===== config.mk =====
export PLATFORM = sky130hd
export DESIGN_NAME = gpio_pull_ctrl
export DESIGN_NICKNAME = d
export VERILOG_FILES = /design/src/rtl/gpio_pkg.sv /design/src/rtl/gpio_sync.sv /design/src/rtl/gpio_regs.sv /design/src/rtl/gpio_padctl.sv /design/src/rtl/gpio_pull_ctrl.sv
export SDC_FILE = /design/constraint.sdc
export NUM_CORES = 1
export LEC_CHECK = 0
export ABC_AREA = 1
export BUFFER_PORTS_ARGS = -buffer_cell sky130_fd_sc_hd__buf_2
export CAP_MARGIN = 20
export CORE_MARGIN = 2
export CORE_UTILIZATION = 45
export DETAILED_ROUTE_END_ITERATION = 16
export MAX_ROUTING_LAYER = met4
export PLACE_DENSITY = 0.71
export SKIP_LAST_GASP = 1
export SLEW_MARGIN = 10
export SYNTH_ARGS = -nofsm -noshare
export SYNTH_HDL_FRONTEND = slang
export SYNTH_SLANG_ARGS = --single-unit

===== constraint.sdc =====
create_clock -name clk -period 3.9 [get_ports clk]
set_input_delay 0.195 -clock clk [delete_from_list [all_inputs] [get_ports clk]]
set_output_delay 0.195 -clock clk [all_outputs]
set_load 0.05 [all_outputs]

===== src/rtl/gpio_pkg.sv =====
package gpio_pkg;
  localparam int PW     = 8;
  localparam int NPORT  = 9;
  localparam int NPINS  = PW * NPORT;
  localparam int AW     = 8;

  localparam logic [AW-1:0] A_CTRL      = 8'h03;
  localparam logic [AW-1:0] A_PULLA     = 8'h16;
  localparam logic [AW-1:0] A_PULLB     = 8'h17;
  localparam logic [AW-1:0] A_DATA_BASE = 8'h40;
  localparam logic [AW-1:0] A_DIR_BASE  = 8'h50;
  localparam logic [PW-1:0] PULL_MASK   = 8'h3F;

  typedef enum logic [1:0] {PIN_PLAIN, PIN_SHARED, PIN_GATED} pin_kind_e;

  // how a pin's driver is gated
  function automatic pin_kind_e pin_kind(input int p, input int b);
    if (p == 0 || p == 3) return PIN_SHARED;
    if (p == 1 && b < 6)  return PIN_GATED;
    return PIN_PLAIN;
  endfunction

  // index into {pullb, pulla}, or -1 when the pin has no pull
  function automatic int pull_index(input int p, input int b);
    case (p)
      0, 3: return 0;
      1:    return (b < 6) ? 0 : 1;
      2:    return 2;
      4:    return (b < 4) ? 4 : 5;
      5:    return (b < 4) ? 8 : 9;
      6:    return (b < 4) ? 10 : 11;
      7:    return (b < 4) ? 12 : 13;
      8:    return (b < 2) ? 3 : -1;
      default: return -1;
    endcase
  endfunction

  // value returned on a data read: latch for outputs, pad for inputs
  function automatic logic [PW-1:0] port_view(input logic [PW-1:0] dir,
                                              input logic [PW-1:0] latch,
                                              input logic [PW-1:0] pad);
    return (dir & latch) | (~dir & pad);
  endfunction
endpackage


===== src/rtl/gpio_sync.sv =====
module gpio_sync #(
  parameter int W = 8
) (
  input  logic         clk,
  input  logic         rst_n,
  input  logic [W-1:0] d,
  output logic [W-1:0] q
);
  logic [W-1:0] s1_q, s2_q;

  always_ff @(posedge clk or negedge rst_n) begin
    if (!rst_n) begin
      s1_q <= '0;
      s2_q <= '0;
    end else begin
      s1_q <= d;
      s2_q <= s1_q;
    end
  end

  assign q = s2_q;
endmodule


===== src/rtl/gpio_regs.sv =====
module gpio_regs
  import gpio_pkg::*;
(
  input  logic             clk,
  input  logic             rst_n,
  input  logic [AW-1:0]    bus_addr,
  input  logic [PW-1:0]    bus_wdata,
  input  logic             bus_we,
  output logic [PW-1:0]    bus_rdata,
  input  logic [NPINS-1:0] pad_sync,
  output logic [NPINS-1:0] dir_q,
  output logic [NPINS-1:0] latch_q,
  output logic [PW-1:0]    pulla_q,
  output logic [PW-1:0]    pullb_q,
  output logic             ctrl_q
);
  // named write events, one per register
  logic wr_ctrl, wr_pulla, wr_pullb;
  assign wr_ctrl  = bus_we && (bus_addr == A_CTRL);
  assign wr_pulla = bus_we && (bus_addr == A_PULLA);
  assign wr_pullb = bus_we && (bus_addr == A_PULLB);

  always_ff @(posedge clk or negedge rst_n) begin
    if (!rst_n) begin
      ctrl_q  <= 1'b0;
      pulla_q <= '0;
      pullb_q <= '0;
    end else begin
      if (wr_ctrl)  ctrl_q  <= bus_wdata[0];
      if (wr_pulla) pulla_q <= bus_wdata & PULL_MASK;
      if (wr_pullb) pullb_q <= bus_wdata & PULL_MASK;
    end
  end

  for (genvar p = 0; p < NPORT; p++) begin : g_port
    logic wr_data, wr_dir;
    assign wr_data = bus_we && (bus_addr == (A_DATA_BASE + AW'(p)));
    assign wr_dir  = bus_we && (bus_addr == (A_DIR_BASE + AW'(p)));

    always_ff @(posedge clk or negedge rst_n) begin
      if (!rst_n) begin
        dir_q[p*PW +: PW]   <= '0;
        latch_q[p*PW +: PW] <= '0;
      end else begin
        if (wr_dir)  dir_q[p*PW +: PW]   <= bus_wdata;
        if (wr_data) latch_q[p*PW +: PW] <= bus_wdata;
      end
    end
  end

  always_comb begin
    bus_rdata = '0;
    if (bus_addr == A_CTRL)  bus_rdata = {{(PW-1){1'b0}}, ctrl_q};
    if (bus_addr == A_PULLA) bus_rdata = pulla_q;
    if (bus_addr == A_PULLB) bus_rdata = pullb_q;
    for (int p = 0; p < NPORT; p++) begin
      if (bus_addr == (A_DATA_BASE + AW'(p)))
        bus_rdata = port_view(dir_q[p*PW +: PW], latch_q[p*PW +: PW],
                              pad_sync[p*PW +: PW]);
      if (bus_addr == (A_DIR_BASE + AW'(p)))
        bus_rdata = dir_q[p*PW +: PW];
    end
  end

  AST_CTRL_WRITE: assert property (@(posedge clk) disable iff (!rst_n)
    wr_ctrl |=> ctrl_q == $past(bus_wdata[0]));
  AST_PULLA_MASKED: assert property (@(posedge clk) disable iff (!rst_n)
    wr_pulla |=> pulla_q == ($past(bus_wdata) & PULL_MASK));
  AST_PULLB_MASKED: assert property (@(posedge clk) disable iff (!rst_n)
    wr_pullb |=> pullb_q == ($past(bus_wdata) & PULL_MASK));
endmodule


===== src/rtl/gpio_padctl.sv =====
module gpio_padctl
  import gpio_pkg::*;
(
  input  logic             clk,
  input  logic             rst_n,
  input  logic [NPINS-1:0] dir_q,
  input  logic [PW-1:0]    pulla_q,
  input  logic [PW-1:0]    pullb_q,
  input  logic             ctrl_q,
  output logic [NPINS-1:0] pad_oe,
  output logic [NPINS-1:0] pad_pu,
  output logic [NPINS-1:0] pad_pd
);
  logic [2*PW-1:0] pulls;
  assign pulls = {pullb_q, pulla_q};

  // shared output/pull-down bit for ports 0 and 3 and port 1 low pins
  logic shared_pd;
  assign shared_pd = pulla_q[0];

  logic unused_pull_bits;
  assign unused_pull_bits = ^{pulla_q[PW-1:6], pullb_q[PW-1:6]};

  for (genvar p = 0; p < NPORT; p++) begin : g_port
    for (genvar b = 0; b < PW; b++) begin : g_pin
      localparam int        I    = p * PW + b;
      localparam pin_kind_e KIND = pin_kind(p, b);
      localparam int        PIDX = pull_index(p, b);

      if (KIND == PIN_SHARED) begin : g_shared
        assign pad_oe[I] = dir_q[I] & ~shared_pd;
        assign pad_pd[I] = shared_pd;
        assign pad_pu[I] = 1'b0;
        AST_SHARED_PD_STOPS_DRIVE: assert property (@(posedge clk) disable iff (!rst_n)
          pad_pd[I] |-> !pad_oe[I]);
      end else if (KIND == PIN_GATED) begin : g_gated
        assign pad_oe[I] = dir_q[I] & ctrl_q;
        assign pad_pd[I] = shared_pd & ~dir_q[I] & ~ctrl_q;
        assign pad_pu[I] = 1'b0;
        AST_GATED_NO_PULL_WHEN_ON: assert property (@(posedge clk) disable iff (!rst_n)
          ctrl_q |-> !pad_pd[I]);
      end else begin : g_plain
        assign pad_oe[I] = dir_q[I];
        assign pad_pd[I] = 1'b0;
        if (PIDX >= 0) begin : g_pull
          assign pad_pu[I] = pulls[PIDX] & ~dir_q[I];
        end else begin : g_nopull
          assign pad_pu[I] = 1'b0;
        end
        AST_PLAIN_PULL_ONLY_INPUT: assert property (@(posedge clk) disable iff (!rst_n)
          pad_pu[I] |-> !dir_q[I]);
      end

      AST_OE_NEEDS_DIR: assert property (@(posedge clk) disable iff (!rst_n)
        pad_oe[I] |-> dir_q[I]);
    end
  end
endmodule


===== src/rtl/gpio_pull_ctrl.sv =====
module gpio_pull_ctrl
  import gpio_pkg::*;
(
  input  logic             clk,
  input  logic             rst_n,
  input  logic [AW-1:0]    bus_addr,
  input  logic [PW-1:0]    bus_wdata,
  input  logic             bus_we,
  output logic [PW-1:0]    bus_rdata,
  input  logic [NPINS-1:0] pad_in,
  output logic [NPINS-1:0] pad_out,
  output logic [NPINS-1:0] pad_oe,
  output logic [NPINS-1:0] pad_pu,
  output logic [NPINS-1:0] pad_pd
);
  logic [NPINS-1:0] pad_sync, dir_q, latch_q;
  logic [PW-1:0]    pulla_q, pullb_q;
  logic             ctrl_q;

  gpio_sync #(.W(NPINS)) u_sync (
    .clk(clk), .rst_n(rst_n), .d(pad_in), .q(pad_sync)
  );

  gpio_regs u_regs (
    .clk(clk), .rst_n(rst_n), .bus_addr(bus_addr), .bus_wdata(bus_wdata),
    .bus_we(bus_we), .bus_rdata(bus_rdata), .pad_sync(pad_sync),
    .dir_q(dir_q), .latch_q(latch_q), .pulla_q(pulla_q), .pullb_q(pullb_q),
    .ctrl_q(ctrl_q)
  );

  gpio_padctl u_padctl (
    .clk(clk), .rst_n(rst_n), .dir_q(dir_q), .pulla_q(pulla_q),
    .pullb_q(pullb_q), .ctrl_q(ctrl_q), .pad_oe(pad_oe), .pad_pu(pad_pu),
    .pad_pd(pad_pd)
  );

  assign pad_out = latch_q;

  AST_OUT_FOLLOWS_DATA_WRITE: assert property (@(posedge clk) disable iff (!rst_n)
    (bus_we && bus_addr == A_DATA_BASE) |=> pad_out[PW-1:0] == $past(bus_wdata));
endmodule


==> out/metrics.yaml, run 1 <==
run_status:
  outcome: "finished clean"
routing:
  routed_wl_um: 39600
  detail-route-antenna-nets: 0
  via_count: 10500
  drt-initial-drc-count: 988
  vias_per_cell: 4.96
  wl_per_cell_um: 18.6
  first_pass_iters: 5
  drc: 0
hold_path:
  hold_path.class: "in -> reg"
  hold_start: "bus_addr[5]"
  holdPathEnd: "u_regs.ctrl_q"
  min_path_cells: 6
yosys:
  synth_area_sq_um: 13100
  synth_cells: 1397
  synth_top_area_share: 0.577
  synthFlopType: "dfrtp_1"
  synthDistinctLibCells: 30
  async_flop_share: 1.00
  ys_ff_latch: 301
  synth.area.top_cells: "dfrtp_1 58%, nand2_1 9.7%, buf_4 8.3%, o21ai_0 6.6%, inv_1 3.3%"
  yosysMostFrequentCell: "nand2_1"
  synth_top_area_cell: "dfrtp_1"
  synth_area_per_cell_sq_um: 9.34
  ys_seq_area_frac: 0.577
  synthTopCellsByCount: "338 x nand2_1, 301 x dfrtp_1, 172 x o21ai_0"
  ys_warn_count: 0
  synth_edf_count: 0
clock_tree:
  cts_tree: "built"
  htreeDepth: 1
  post_cts_resized: 0
  clock_path_buffers: 3
  cts_made_buffers: 30
  root_buffer: "clkbuf_16"
  cts-hold-fix-buffers: 79
  clkSinkCount: 301
  path_clk_slew_ns: 0.06
  postCtsSetupBuffers: 0
  clk_latency_ns: 0.57
setup_path:
  critPathMostFrequentCell: "nand2_1"
  critPathKind: "reg -> out"
  rrSetupSlack_ns: 2.96
  cpLargestDelayFamily: "simple AND/OR/NAND/NOR gates"
  worstSetupStartpointType: "flop"
  slowest_stage: "dfrtp_1"
  end_kind: "output port"
  reg2reg_to: "u_regs.pulla_q[0]"
  worstReg2RegStart: "u_regs.pulla_q[0]"
  critPathBufInv: 2
  critPathArrivalTime_ns: 2.90
  cp.required_ns: 3.70
  critPathMaxStageDelay_ns: 0.36
  cp_num_cells: 14
  crit_fanout: 35
  r2r_cells: 2
  path_cells: "buf_4 > nand3_1 > nand2_1 > nor2_1 > nand3_1 > nand2_1 > nand4_1 > nand2_1 > nand4_1 > nand2_1 > nand4_1 > nand2_1 > nand4_1 > buf_2"
floorplan:
  start_util: 0.456
  die_area_sq_um: 30400
  die_y_um: 174
  io_pins: 387
  core_sq_um: 28600
  num_rows: 62
  die_w_um: 174
placed_design:
  io_buffers: 308
  routabilityCongestion: 0.991
  dp_cells: 1993
  dp_hpwl_um: 28100
timing:
  clock.fmax_ghz: 0.323
  slew_headroom: 0.321
  rsz0062_at_grt: "false"
  slew_violations: 0
  setup_viol: 0
  skew_ns: 0.0104
  tightest_slew_ns: 1.02
  fin_crit_ns: 3.09
  fin_crit_sh: 0.793
  hold_viol_final: 0
  totalNegativeSetupSlack_ns: 0
grt:
  antenna_found_initial: 1
  grt_pass1_vias: 9939
  grt_overflow: 0
  grt.total_usage: 0.268
  grt_max_degree: 128
  grt_pass1_wl_um: 60300
cells_and_area:
  fillers: 2526
  instances_no_fill: 2127
  seq_area_sq_um: 7530
  final_nets: 1811
  multi_input_area_sq_um: 4100
  drive_above_1_share: 0.243
  areaGrowthSynthToFinish_pct: 22.8
pwr:
  power_density_nw_per_um2: 477
  ir_drop_v: 0.000324
  power_leakage_uw: 0.00793
flow_run:
  max_cap_violations: 0
[stage by stage]
stage / hold slack [ns] / worst slack, ns / utilization / instance area [sq um] / power (uW)
6_report: 0.155 / 0.809 / 0.560 / 16000 / 7650
5_1_grt: 0.184 / 0.622 / 0.560 / 16000 / 7920
4_1_cts: 0.124 / 0.854 / 0.560 / 16000 / 7690
3_5_place_dp: 0.304 / 1.17 / 0.497 / 14200 / 4690
3_3_place_gp: 0.302 / 1.19 / 0.497 / 14200 / 4680
2_1_floorplan: -0.101 / 1.82 / - / 13300 / 4410
[layout make-up]
cell class,count,share of cell area
timing repair buffer,392,0.150
clock buffer,41,0.0556
inverter,128,0.0301
tap,384,0.0300
antenna,1,0.000156
sequential,301,0.470
clock inverter,13,0.00835
multi-input combinational,867,0.256
[flip-flops by register name (all words and copies together), names as in the netlist]
name            cells
u_regs.ctrl_q       1
u_sync.s1_q        72
u_regs.latch_q     72
u_regs.dir_q       72
u_regs.pullb_q      6
u_regs.pulla_q      6
u_sync.q           72
[cell usage in the layout, fill, tap and decap left out, drive strengths merged]
cell type,Yosys,layout
nor4,4,4
dfrtp,301,301
dlygate4sd3,0,79
conb,1,78
mux2i,24,24
o21ai,188,188
nand2,350,350
clkbuf,27,41
nand4,30,30
clkinvlp,0,3
a21oi,9,9
or2,15,15
inv,127,127
diode,0,1
nor2,121,121
o21a,1,1
o211ai,30,30
buf,151,313
bufinv,0,2
clkinv,1,9
nor3,1,1
nand3,16,16
[layer usage]
layer  global-route usage  share of wire  vias up
li1                     -              -     4883
met1                0.375           0.44     5077
met2                0.406           0.46      499
met3               0.0389          0.067       82
met4               0.0833          0.033        0
met5                    -              0        -
[power by group]
part / switching [uW] / internal (uW) / leakage [uW]
Sequential: 123 / 3280 / 0.00379
Clock: 1220 / 1730 / 0.000506
Combinational: 1030 / 267 / 0.00363
Total: 2380 / 5270 / 0.00793
[worst min-delay path, stage by stage]
cell     delay, ns
buf_2         0.09
inv_1         0.04
nand2_1       0.07
nor2_1        0.08
nand3_1       0.09
o21ai_0       0.09
[worst max-delay path by stage]
stage | from | to | slack, ns
6_report | u_regs.pulla_q[0] | bus_rdata[0] | 0.81
2_1_floorplan | u_regs.pulla_q[0] | bus_rdata[0] | 1.82
3_3_place_gp | bus_addr[6] | bus_rdata[6] | 1.19
3_5_place_dp | bus_addr[6] | bus_rdata[6] | 1.17
4_1_cts | u_regs.dir_q[14] | bus_rdata[6] | 0.85
5_1_grt | u_regs.pulla_q[0] | bus_rdata[0] | 0.62
[kinds of logic (layout without fill, tap and decap cells)]
| kind of cell | Yosys count | in the layout | share of synthesized area |
|---|---|---|---|
| flip-flops | 301 | 301 | 0.577 |
| multiplexers | 24 | 24 | 0.0184 |
| AO/OA/AOI/OAI | 228 | 228 | 0.0934 |
| AND/OR/NAND/NOR | 537 | 537 | 0.180 |
| buffers and inverters | 306 | 574 | 0.131 |
| other | 1 | 79 | 0.000287 |
Note: power is estimated with default switching activity, not from simulation.
==> run 2: changes to the inputs <==
PLACE_DENSITY = 0.74   (was 0.71)
clock period = 2.8 ns   (was 3.9 ns; I/O delays follow)
==> out/metrics.yaml, run 2 (same netlist as run 1, synthesis figures left out) <==
cells_and_area:
  areaGrowthSynthToFinish_pct: 24.7
  fillers: 2533
  layout_common_cells: "336 x nand2_1, 305 x buf_2, 298 x dfrtp_1"
  stdcell_area_sq_um: 16300
  drive_above_1_share: 0.251
  final_nets: 1829
  postLayoutCoreUtil: 0.569
  layout_commonest_cell: "nand2_1"
  seq_area_sq_um: 7540
  multi_input_area_sq_um: 4130
placed_design:
  dp_hpwl_um: 28200
  placed_area_sq_um: 14300
  routabilityCongestion: 0.945
  io_buffers: 308
timing:
  hold_viol_final: 0
  rsz0062_at_grt: "true"
  fin_ws_ns: -0.0275
  setup_viol: 1
  slew_headroom: 0.294
  slew_violations: 0
  tightest_slew_ns: 1.06
  clock.fmax_ghz: 0.354
  skew_ns: 0.00751
  fin_crit_sh: 1.01
  fin_crit_ns: 2.83
setup_path:
  rrSetupSlack_ns: 1.82
  critPathMaxStageDelay_ns: 0.38
  worstSetupStartpointType: "flop"
  reg2reg_to: "u_regs.pulla_q[0]"
  r2r_cells: 2
  cp.required_ns: 2.66
  crit_fanout: 3
  end_kind: "output port"
  slowest_stage: "dfrtp_1"
  cpLargestDelayFamily: "simple AND/OR/NAND/NOR gates"
  worstReg2RegStart: "u_regs.pulla_q[0]"
  critPathKind: "reg -> out"
  critPathMostFrequentCell: "nand2_1"
  cp-startpoint: "u_regs.dir_q[6]"
  critPathArrivalTime_ns: 2.69
  critPathBufInv: 2
  path_cells: "inv_2 > nand2_1 > nand2_1 > nand2_1 > o21ai_1 > nor2_1 > nand2_2 > nor4_4 > nand4_1 > nor2_1 > nand4_1 > nand2_1 > nand4_1 > buf_6"
grt:
  grt_pass1_vias: 10300
  grt_pass1_wl_um: 60400
  antenna_found_initial: 2
  grt_overflow: 0
  grt_max_degree: 94
  grt.total_usage: 0.269
pwr:
  finalPower_uw: 11000
  power_density_nw_per_um2: 678
  power_leakage_uw: 0.00804
  ir_drop_v: 0.000548
run_status:
  violations: "setup timing"
  outcome: "complete, but fails checks"
clock_tree:
  clock_path_buffers: 3
  path_clk_slew_ns: 0.06
  cts_tree: "built"
  cts_made_buffers: 34
  htreeDepth: 2
  clk_latency_ns: 0.50
  root_buffer: "clkbuf_16"
  clkSinkCount: 301
routing:
  drt-initial-drc-count: 841
  first_pass_iters: 5
  routed_wl_um: 40000
  via_count: 10700
  wl_per_cell_um: 18.6
  drc: 0
  detail-route-antenna-nets: 0
  vias_per_cell: 5.00
floorplan:
  die_y_um: 174
  num_rows: 62
  io_pins: 387
  die_area_sq_um: 30400
  die_w_um: 174
  start_util: 0.456
  core_sq_um: 28600
flow_run:
  max_cap_violations: 0
hold_path:
  holdPathEnd: "u_regs.ctrl_q"
  min_path_cells: 6
  hold_path.class: "in -> reg"
  hold_start: "bus_addr[4]"
## run 2: how the worst max path moves through the flow
stage | to | slack (ns) | cells past startpoint
floorplan | bus_rdata[0] | 0.77 | 13
global placement | bus_rdata[7] | 0.30 | 16
detailed placement | bus_rdata[7] | 0.31 | 16
CTS | bus_rdata[7] | 0.0009 | 14
global route | bus_rdata[6] | -0.20 | 14
finish | bus_rdata[6] | -0.03 | 14
## run 2: cell type report
class / instances / area share
Sequential cell: 301 / 0.463
Multi-Input combinational cell: 867 / 0.253
Timing Repair Buffer: 406 / 0.156
Clock buffer: 49 / 0.0601
Inverter: 128 / 0.0297
Tap cell: 384 / 0.0295
Clock inverter: 9 / 0.00823
Antenna cell: 3 / 0.000461
## run 2: what timing repair did
action,CTS,global route
pin swaps,1,8
endpoints found under the setup margin,2,7
hold buffers,79,0
gates resized for setup,1,15
buffers inserted,1,4
hold endpoints to repair,168,0
## run 2: report_power, final
part / switching [uW] / leakage (uW) / internal (uW)
clock network: 1750 / 0.000541 / 2710
registers: 170 / 0.00379 / 4570
logic: 1450 / 0.00371 / 386
## run 2: layer usage
metal	routed length [um]	vias to the layer above	global-route usage
met5	0	-	-
met4	1280	0	0.0903
met3	3010	78	0.0481
met2	18700	545	0.417
met1	17100	5177	0.359
li1	-	4926	-
## run 2: per-stage QoR
stage | worst slack (ns) | setup TNS [ns] | std cells | hold slack, ns
6_report | -0.0275 | -0.0275 | 2147 | 0.126
5_1_grt | -0.199 | -0.310 | 2146 | 0.226
4_1_cts | 0.000937 | 0 | 2140 | 0.109
3_5_place_dp | 0.315 | 0 | 2002 | 0.218
3_3_place_gp | 0.302 | 0 | 2002 | 0.212
2_1_floorplan | 0.772 | 0 | 1474 | -0.156
## run 2: tightest hold or removal path, stage by stage
cell and delay (ns):
buf_2 0.11, inv_1 0.04, nand2_1 0.08, nor2_1 0.07
nand3_1 0.08, o21ai_0 0.07
